[src/rtl/gpio_pkg.sv]
package gpio_pkg;
  localparam int ADDR_W = 2;

  typedef enum logic [ADDR_W-1:0] {
    REG_PIN = 2'd0,
    REG_LAT = 2'd1,
    REG_DIR = 2'd2
  } reg_sel_e;
endpackage

[src/rtl/gpio_regs.sv]
module gpio_regs
  import gpio_pkg::*;
#(
  parameter int WIDTH = 8
) (
  input  logic              clk,
  input  logic              rst,
  input  logic              wr_en,
  input  logic [ADDR_W-1:0] addr,
  input  logic [WIDTH-1:0]  wdata,
  output logic [WIDTH-1:0]  lat_q,
  output logic [WIDTH-1:0]  dir_q
);
  logic lat_hit;
  logic dir_hit;

  // Both the pin address and the latch address land in the output latch.
  assign lat_hit = wr_en && (addr == REG_PIN || addr == REG_LAT);
  assign dir_hit = wr_en && (addr == REG_DIR);

  always_ff @(posedge clk) begin
    if (rst) begin
      lat_q <= '0;
      dir_q <= '1;
    end else begin
      if (lat_hit) lat_q <= wdata;
      if (dir_hit) dir_q <= wdata;
    end
  end

  AST_LATCH_LOAD: assert property (@(posedge clk) disable iff (rst)
    (wr_en && (addr == REG_PIN || addr == REG_LAT)) |=> (lat_q == $past(wdata)));

  AST_DIR_LOAD: assert property (@(posedge clk) disable iff (rst)
    (wr_en && addr == REG_DIR) |=> (dir_q == $past(wdata)));

  AST_UNMAPPED_WRITE: assert property (@(posedge clk) disable iff (rst)
    (wr_en && addr == 2'd3) |=> ($stable(lat_q) && $stable(dir_q)));

  AST_RESET_REGS: assert property (@(posedge clk)
    $past(rst) |-> (lat_q == '0 && dir_q == '1));
endmodule

[src/rtl/gpio_insync.sv]
module gpio_insync #(
  parameter int WIDTH  = 8,
  parameter int STAGES = 2
) (
  input  logic             clk,
  input  logic             rst,
  input  logic [WIDTH-1:0] pin_in,
  output logic [WIDTH-1:0] pin_sync
);
  localparam int LAST = STAGES - 1;

  logic [WIDTH-1:0] chain [STAGES];

  always_ff @(posedge clk) begin
    if (rst) begin
      for (int k = 0; k < STAGES; k++) chain[k] <= '0;
    end else begin
      chain[0] <= pin_in;
      for (int k = 1; k < STAGES; k++) chain[k] <= chain[k-1];
    end
  end

  assign pin_sync = chain[LAST];

  initial begin
    AST_SYNC_DEPTH: assert (STAGES >= 2);
  end
endmodule

[src/rtl/gpio_pinmux.sv]
module gpio_pinmux #(
  parameter int WIDTH = 8
) (
  input  logic             clk,
  input  logic             rst,
  input  logic [WIDTH-1:0] lat_q,
  input  logic [WIDTH-1:0] dir_q,
  input  logic [WIDTH-1:0] per_en,
  input  logic [WIDTH-1:0] per_out,
  input  logic [WIDTH-1:0] per_oe,
  output logic [WIDTH-1:0] pin_out,
  output logic [WIDTH-1:0] pin_oe
);
  for (genvar i = 0; i < WIDTH; i++) begin : g_pin
    always_ff @(posedge clk) begin
      if (rst) begin
        pin_out[i] <= 1'b0;
        pin_oe[i]  <= 1'b0;
      end else if (per_en[i]) begin
        pin_out[i] <= per_out[i];
        pin_oe[i]  <= per_oe[i];
      end else begin
        pin_out[i] <= lat_q[i];
        pin_oe[i]  <= ~dir_q[i];
      end
    end
  end

  AST_OE_FROM_DIR: assert property (@(posedge clk) disable iff (rst)
    1'b1 |=> ((pin_oe & ~$past(per_en)) == (~$past(dir_q) & ~$past(per_en))));

  AST_OUT_FROM_LATCH: assert property (@(posedge clk) disable iff (rst)
    1'b1 |=> ((pin_out & ~$past(per_en)) == ($past(lat_q) & ~$past(per_en))));

  AST_PERIPH_OVERRIDE: assert property (@(posedge clk) disable iff (rst)
    1'b1 |=> (((pin_out & $past(per_en)) == ($past(per_out) & $past(per_en))) &&
              ((pin_oe & $past(per_en)) == ($past(per_oe) & $past(per_en)))));

  AST_RESET_PINS: assert property (@(posedge clk)
    $past(rst) |-> (pin_oe == '0 && pin_out == '0));
endmodule

[src/rtl/gpio_port.sv]
module gpio_port
  import gpio_pkg::*;
#(
  parameter int WIDTH       = 8,
  parameter int SYNC_STAGES = 2
) (
  input  logic              clk,
  input  logic              rst,
  input  logic              wr_en,
  input  logic              rd_en,
  input  logic [ADDR_W-1:0] addr,
  input  logic [WIDTH-1:0]  wdata,
  output logic [WIDTH-1:0]  rdata,
  input  logic [WIDTH-1:0]  pin_in,
  output logic [WIDTH-1:0]  pin_out,
  output logic [WIDTH-1:0]  pin_oe,
  input  logic [WIDTH-1:0]  per_en,
  input  logic [WIDTH-1:0]  per_out,
  input  logic [WIDTH-1:0]  per_oe
);
  logic [WIDTH-1:0] lat_q;
  logic [WIDTH-1:0] dir_q;
  logic [WIDTH-1:0] pin_sync;
  logic [WIDTH-1:0] rd_mux;

  gpio_regs #(.WIDTH(WIDTH)) u_regs (
    .clk   (clk),
    .rst   (rst),
    .wr_en (wr_en),
    .addr  (addr),
    .wdata (wdata),
    .lat_q (lat_q),
    .dir_q (dir_q)
  );

  gpio_insync #(.WIDTH(WIDTH), .STAGES(SYNC_STAGES)) u_sync (
    .clk      (clk),
    .rst      (rst),
    .pin_in   (pin_in),
    .pin_sync (pin_sync)
  );

  gpio_pinmux #(.WIDTH(WIDTH)) u_mux (
    .clk     (clk),
    .rst     (rst),
    .lat_q   (lat_q),
    .dir_q   (dir_q),
    .per_en  (per_en),
    .per_out (per_out),
    .per_oe  (per_oe),
    .pin_out (pin_out),
    .pin_oe  (pin_oe)
  );

  always_comb begin
    case (addr)
      REG_PIN: rd_mux = pin_sync;
      REG_LAT: rd_mux = lat_q;
      REG_DIR: rd_mux = dir_q;
      default: rd_mux = '0;
    endcase
  end

  // The read strobe opens the capture stage; between reads the value holds.
  always_ff @(posedge clk) begin
    if (rst)        rdata <= '0;
    else if (rd_en) rdata <= rd_mux;
  end

  AST_RDATA_HOLD: assert property (@(posedge clk) disable iff (rst)
    !rd_en |=> $stable(rdata));

  AST_PIN_READ: assert property (@(posedge clk) disable iff (rst)
    (rd_en && addr == REG_PIN) |=> (rdata == $past(pin_sync)));

  AST_LATCH_READ: assert property (@(posedge clk) disable iff (rst)
    (rd_en && addr == REG_LAT) |=> (rdata == $past(lat_q)));

  AST_DIR_READ: assert property (@(posedge clk) disable iff (rst)
    (rd_en && addr == REG_DIR) |=> (rdata == $past(dir_q)));

  AST_BAD_ADDR_ZERO: assert property (@(posedge clk) disable iff (rst)
    (rd_en && addr == 2'd3) |=> (rdata == '0));
endmodule

[config.mk]
export PLATFORM = sky130hd
export DESIGN_NAME = gpio_port
export DESIGN_NICKNAME = d
export VERILOG_FILES = /design/src/rtl/gpio_pkg.sv /design/src/rtl/gpio_regs.sv /design/src/rtl/gpio_insync.sv /design/src/rtl/gpio_pinmux.sv /design/src/rtl/gpio_port.sv
export SDC_FILE = /design/constraint.sdc
export NUM_CORES = 1
export LEC_CHECK = 0
export ABC_AREA = 0
export BUFFER_PORTS_ARGS = -buffer_cell sky130_fd_sc_hd__clkbuf_2
export CAP_MARGIN = 30
export CORE_MARGIN = 2
export CORE_UTILIZATION = 49
export CTS_CLUSTER_SIZE = 8
export DETAILED_ROUTE_END_ITERATION = 6
export PLACE_DENSITY = 0.78
export SLEW_MARGIN = 10
export SYNTH_ARGS = -nofsm -noshare
export SYNTH_HDL_FRONTEND = slang
export SYNTH_SLANG_ARGS = --single-unit
export TNS_END_PERCENT = 20
[constraint.sdc]
create_clock -name clk -period 1.18 [get_ports clk]
set_input_delay 0.177 -clock clk [delete_from_list [all_inputs] [get_ports clk]]
set_output_delay 0.177 -clock clk [all_outputs]
set_load 0.1 [all_outputs]
== Yosys cells after proc, flatten, opt, wreduce, memory -nomap -nowiden ==
Memory sizes are Yosys's and may differ from the RTL's.
Cells that the tools add are included.

* Logic and storage cells: 58
* RAM bits: 16
* Memories: 1
* Output and inout port bits: 24
* Flip-flop bits (word level): 40
* Input port bits: 46

* Equality and inequality tests: 2
* Reductions and logical operators: 4
* Muxes and demuxes: 22
* Bitwise logic cells: 10

{| class="wikitable"
|+ Memory list
! memory !! words !! width !! read ports !! clocked after Yosys merged registers in !! wr ports !! line !! RTL
|-
| u_sync.chain || 2 || 8 || 2 || 0 || 2 || gpio_insync.sv:12 || <nowiki>logic [WIDTH-1:0] chain [STAGES];</nowiki>
|}

{| class="wikitable"
|+ Operator list
! cell !! number
|-
| $pmux W8 S3 || 1
|-
| $mux W1 || 19
|-
| $mux W8 || 2
|-
| $not A1 Y1 || 8
|-
| $eq A2 B1 Y1 const B || 1
|-
| $eq A2 B2 Y1 const B || 1
|-
| $logic_and A1 B1 Y1 || 2
|-
| $logic_not A2 Y1 || 1
|-
| $or A1 B1 Y1 || 2
|-
| $logic_or A1 B1 Y1 || 1
|}

== Depth between registers and ports, before layout ==
* Word-level depth: 3
* Depth in mapped cells: 5
* Depth with buffers taken out: 3

== Modules after synthesis ==
From an unflattened synthesis, not the netlist that was laid out.

* Cells, all modules: 227
* Area total of the unflattened synthesis: 2200.9 um2

{| class="wikitable"
|+ Modules (own cells, without submodules)
! module !! cells an instance !! times used !! area an instance (um2) !! sequential area each (um2)
|-
| gpio_regs || 73 || 1 || 583.1 || 320.3
|-
| gpio_pinmux || 58 || 1 || 573.0 || 320.3
|-
| gpio_insync || 41 || 1 || 524.3 || 320.3
|-
| gpio_port || 55 || 1 || 520.5 || 160.2
|}

== Least setup slack after synthesis ==
Ideal clock, no wire load.

* Path kind: reg-to-reg
* From: register, netlist name rdata[7]
* To: register rdata[7]
* Period minus slack after synthesis: 1.389 ns
* Data required time: 1.092 ns
* Cell stages (with the launch flop): 3
* Arrival: 1.301 ns
* Setup time: 0.088 ns
* Path buffers: 0
* Setup slack: -0.209 ns
* Path through: dfxtp_1 > nor2_1 > a311oi_2

{| class="wikitable"
|+ RTL lines
! what !! line !! RTL
|-
| end signal, assigned || gpio_port.sv:67 || <nowiki>else if (rd_en) rdata <= rd_mux;</nowiki>
|-
| end, declared || gpio_port.sv:13 || <nowiki>output logic [WIDTH-1:0] rdata,</nowiki>
|}

== Worst setup path in the final report ==
* From: register rdata[3]
* To: output port rdata[3]

No word-level cell between the ends.

==> results by stage <==
Run status:
- The flow ran to the end, and the final reports show no timing, DRC or antenna violations.

Global route:
- The met3 demand-to-capacity share in global routing is 5.52%.
- The first-pass GRT wire length is 6960 um.
- The initial antenna violation count is 0.
- Global routing consumed, on the met2 layer, 35.3% of the routing resources.
- For met1 alone, demand over resource in global routing was 23.6%.
- The pin count of the biggest net entering global routing is 26.
- The overall fraction of global-route tracks in use is 20.2%.
- The global routing stage identified its most utilized layer as met2.
- The via count of the first global-routing pass is roughly 1500.
- The total grt overflow is 0.

Finish:
- The net count of the finished layout is approximately 320.
- After filler insertion, the fill cell instance count of the layout stands at 276.
- The post-route netlist has 32.6% of its cells at a drive strength greater than 1.
- The final antenna diode count is 0.
- Compared with the post-synthesis result, the final layout area differs by 42.5%.
- The final standard cell count with taps included and fillers excluded is 329.

Drt:
- In this run the remaining antenna-violating nets after routing total 0.
- The ratio of routed vias to standard cells is 4.92.
- The count of routing violations after the opening detailed-route iteration is a little under 80.
- The total vias in the final route is 1620.
- The first TritonRoute pass finished after 4 iterations.
- Wires add up to 4360 um.
- For this run, design rule violations remaining after detail routing come to 0.
- After detailed routing, the average wire length per cell comes to ~13 um.

Place:
- The congestion estimate from routability-driven global placement came to ~0.85.
- The number of buffers inserted by port buffering is 69.
- The worst slack at placement is between 0.001 and 0.0015 ns.
- Detailed placement finished with a half-perimeter wire length of 3260 um.
- After detailed placement, the design holds a cell count of between 300 and 400.

Min path:
- The worst hold path begins at pin_in[3].
- The class of the most critical hold timing path is in -> reg.
- The capture endpoint of the worst hold path is u_sync.chain[0][3].
- The number of cells on the worst hold path is 2.

CTS:
- Buffers added to address setup during post-CTS repair amount to 0.
- Clock-pin slew was measured on the worst setup and hold paths at 0.09 ns.
- The clock tree from TritonCTS is done.
- The buffer cell driving the clock tree root is clkbuf_8.
- The H-tree depth is 2.
- The number of clock buffers inserted by TritonCTS is 5.
- The cts-stage hold buffer count is 0.
- The clock net in this run drives a total of 56 sinks.
- The clock insertion delay at the later pin of the skew report is ~0.3 ns.
- The maximum root-to-sink buffer count is 2.
- Once the clock tree was built, the resizer swapped 0 gates to a different size.

Worst setup path:
- Counting cells, the worst reg-to-reg path comes to 3.
- Traced cell by cell, the critical path runs through buf_12.
- The endpoint identified for the worst register-to-register timing path is rdata[5].
- In this run the critical register-to-register path is launched from u_regs.dir_q[5].
- STA puts the critical path data required time at 1.00 ns.
- The maximum net fanout on the critical path is 2.
- In this design, the stage delay of the slowest critical-path cell is 0.41 ns.
- Data on the critical path arrives at its endpoint at 0.91 ns.
- The slack of the worst reg-to-reg path is 0.12 ns.
- The type of the worst setup path is reg -> out.
- STA classifies the critical path endpoint as a primary output.
- Broken down by cell family, the worst path's largest delay share belongs to flip-flops.
- The critical path startpoint category is a flop.
- Among all stages on the critical path, the largest delay is contributed by dfxtp_1.
- Counting both buffers and inverters, the worst setup path holds a total of 1.

STA:
- The slew at the pin closest to its max-slew limit is 0.439 ns.
- Setup repair after global routing left no endpoint under its margin.
- The number of setup violations in the final report is 0.
- The number of max-slew violations in the final report is 0.
- The setup slack of the critical path after layout is 0.0931 ns.
- The maximum achievable frequency is 920 MHz.
- The hold violation total from the final report is 0.
- Headroom to the max-slew limit came out at 70.8%.
- The worst setup skew after layout is 0.00366 ns.
- Subtracting the final worst setup slack from the clock period gives 1.09 ns.
- The final critical-path share of the clock period is 92.1%.

Floorplanning:
- The die covers 4760 sq um.
- Once the floorplan was initialized, standard cells occupied 51.4% of the core.
- The floorplan has 23 rows.
- For this design the top-level I/O count stands at 70.
- The core region is 4030 sq um.
- Measured along the y axis, the die boundary spans ~69 um.
- The floorplan step set the die width to 69.0 um.

Power:
- The completed layout was analyzed and its total power is 4.19 mW.
- Summed over all cells, the static leakage comes to 1.30 nW.
- The power density relative to cell area is 1420 nW/um^2.
- Across the VDD grid, the largest voltage drop is between 0.001 and 0.0015 V.

Logic synthesis:
- Counting flops and latches in the post-synthesis netlist gives 56.
- The number of warning messages in the yosys log is 0.
- The share of synthesized area occupied by flip-flops and latches is 54.2%.
- The post-synth design cell area is just over 2000 sq um.
- The number of library cell types mapped by synthesis is 17.
- The post-synthesis net count is 255.
- The post-synthesis cell count is 209.
- In this run the mean area of a mapped cell was between 9 and 10 sq um.

Run:
- The tool flagged a number of max-cap violations equal to 0.
registers in the layout, indices dropped and copies added, names as in the netlist:
name / flops
rdata: 8
u_mux.pin_oe: 8
u_mux.pin_out: 8
u_regs.dir_q: 8
u_regs.lat_q: 8
u_sync.chain: 16
cell families after synthesis:
| kind of cell | synth area share, % |
|---|---|
| AND/OR/NAND/NOR | 23.2 |
| AO/OA/AOI/OAI | 7.74 |
| multiplexers | 11.6 |
| flip-flops | 54.2 |
| buffers and inverters | 3.26 |
where the power goes:
group          internal, mW  switching, mW  total, mW
Clock                 0.630          0.581       1.21
Combinational         0.365          0.550      0.914
Sequential             1.99         0.0737       2.06
cells in the final DEF (no fill, tap or decap):
master and n:
and3b_1 1, buf_12 26, nand3b_1 9, nor2_1 40
clkinv_2 1, clkbuf_1 1, dfxtp_1 55, or2_0 8
nand2_1 24, and2b_1 1, nor2b_1 17, buf_4 4
bufinv_16 1, clkbuf_8 5, clkbuf_2 45, a311oi_2 8
mux2i_1 24, a21oi_1 8, dfxtp_2 1
worst register-to-register path: cells and delay by family (launching register included):
kind	cells	cell delay, ns
compound gates	1	0.23
mux	1	0.11
simple gates	1	0.24
flops	1	0.40
synthesized netlist by cell type:
cell type,count,area share (%)
mux2i_1,24,12
nor2b_1,17,5.1
dfxtp_1,56,54
nand2_1,24,4.4
buf_1,2,0.36
nor2_1,40,7.3
buf_4,1,0.36
buf_2,5,1.2
or2_0,8,2.4
a21oi_1,8,1.9
nand3b_1,9,3.3
a311oi_2,8,5.8
buf_6,1,0.54
and2b_1,1,0.36
clkbuf_2,1,0.24
and3b_1,1,0.42
clkbuf_1,3,0.54
layer usage:
metal,up-vias,routed length [um]
met2,49,2360
met1,740,1720
li1,825,-
met4,0,50
met5,-,0
met3,6,230
area by class of cell:
class	instances	area (sq um)	share of cell area, %
sequential	56	1120	38.1
clock inverter	2	35.0	1.19
tap	50	62.6	2.12
multi-input combinational	140	881	29.9
clock buffer	6	72.6	2.46
timing repair buffer	75	776	26.3
stage by stage:
stage	hold WS (ns)	setup TNS [ns]	area, sq um	util [%]
after floorplan	0.298	-1.26	2070	-
after global placement	0.386	0	2840	70.5
after detailed placement	0.391	0	2840	70.5
after CTS	0.0664	0	2950	73.2
after global routing	0.0760	0	2950	73.2
final	0.0704	0	2950	73.2
how the worst max path moves through the flow:
| stage | slack (ns) | endpoint | from | depth (start not counted) |
|---|---|---|---|---|
| after CTS | 0.09 | rdata[3] | rdata[3] | 1 |
| final | 0.09 | rdata[3] | rdata[3] | 1 |
| after floorplan | -0.18 | rdata[0] | rdata[0] | 2 |
| after global routing | 0.06 | rdata[5] | u_regs.dir_q[5] | 3 |
| after detailed placement | 0.001 | rdata[7] | addr[0] | 4 |
| after global placement | 0.03 | rdata[6] | addr[0] | 4 |
(Power assumes the default switching activity.)
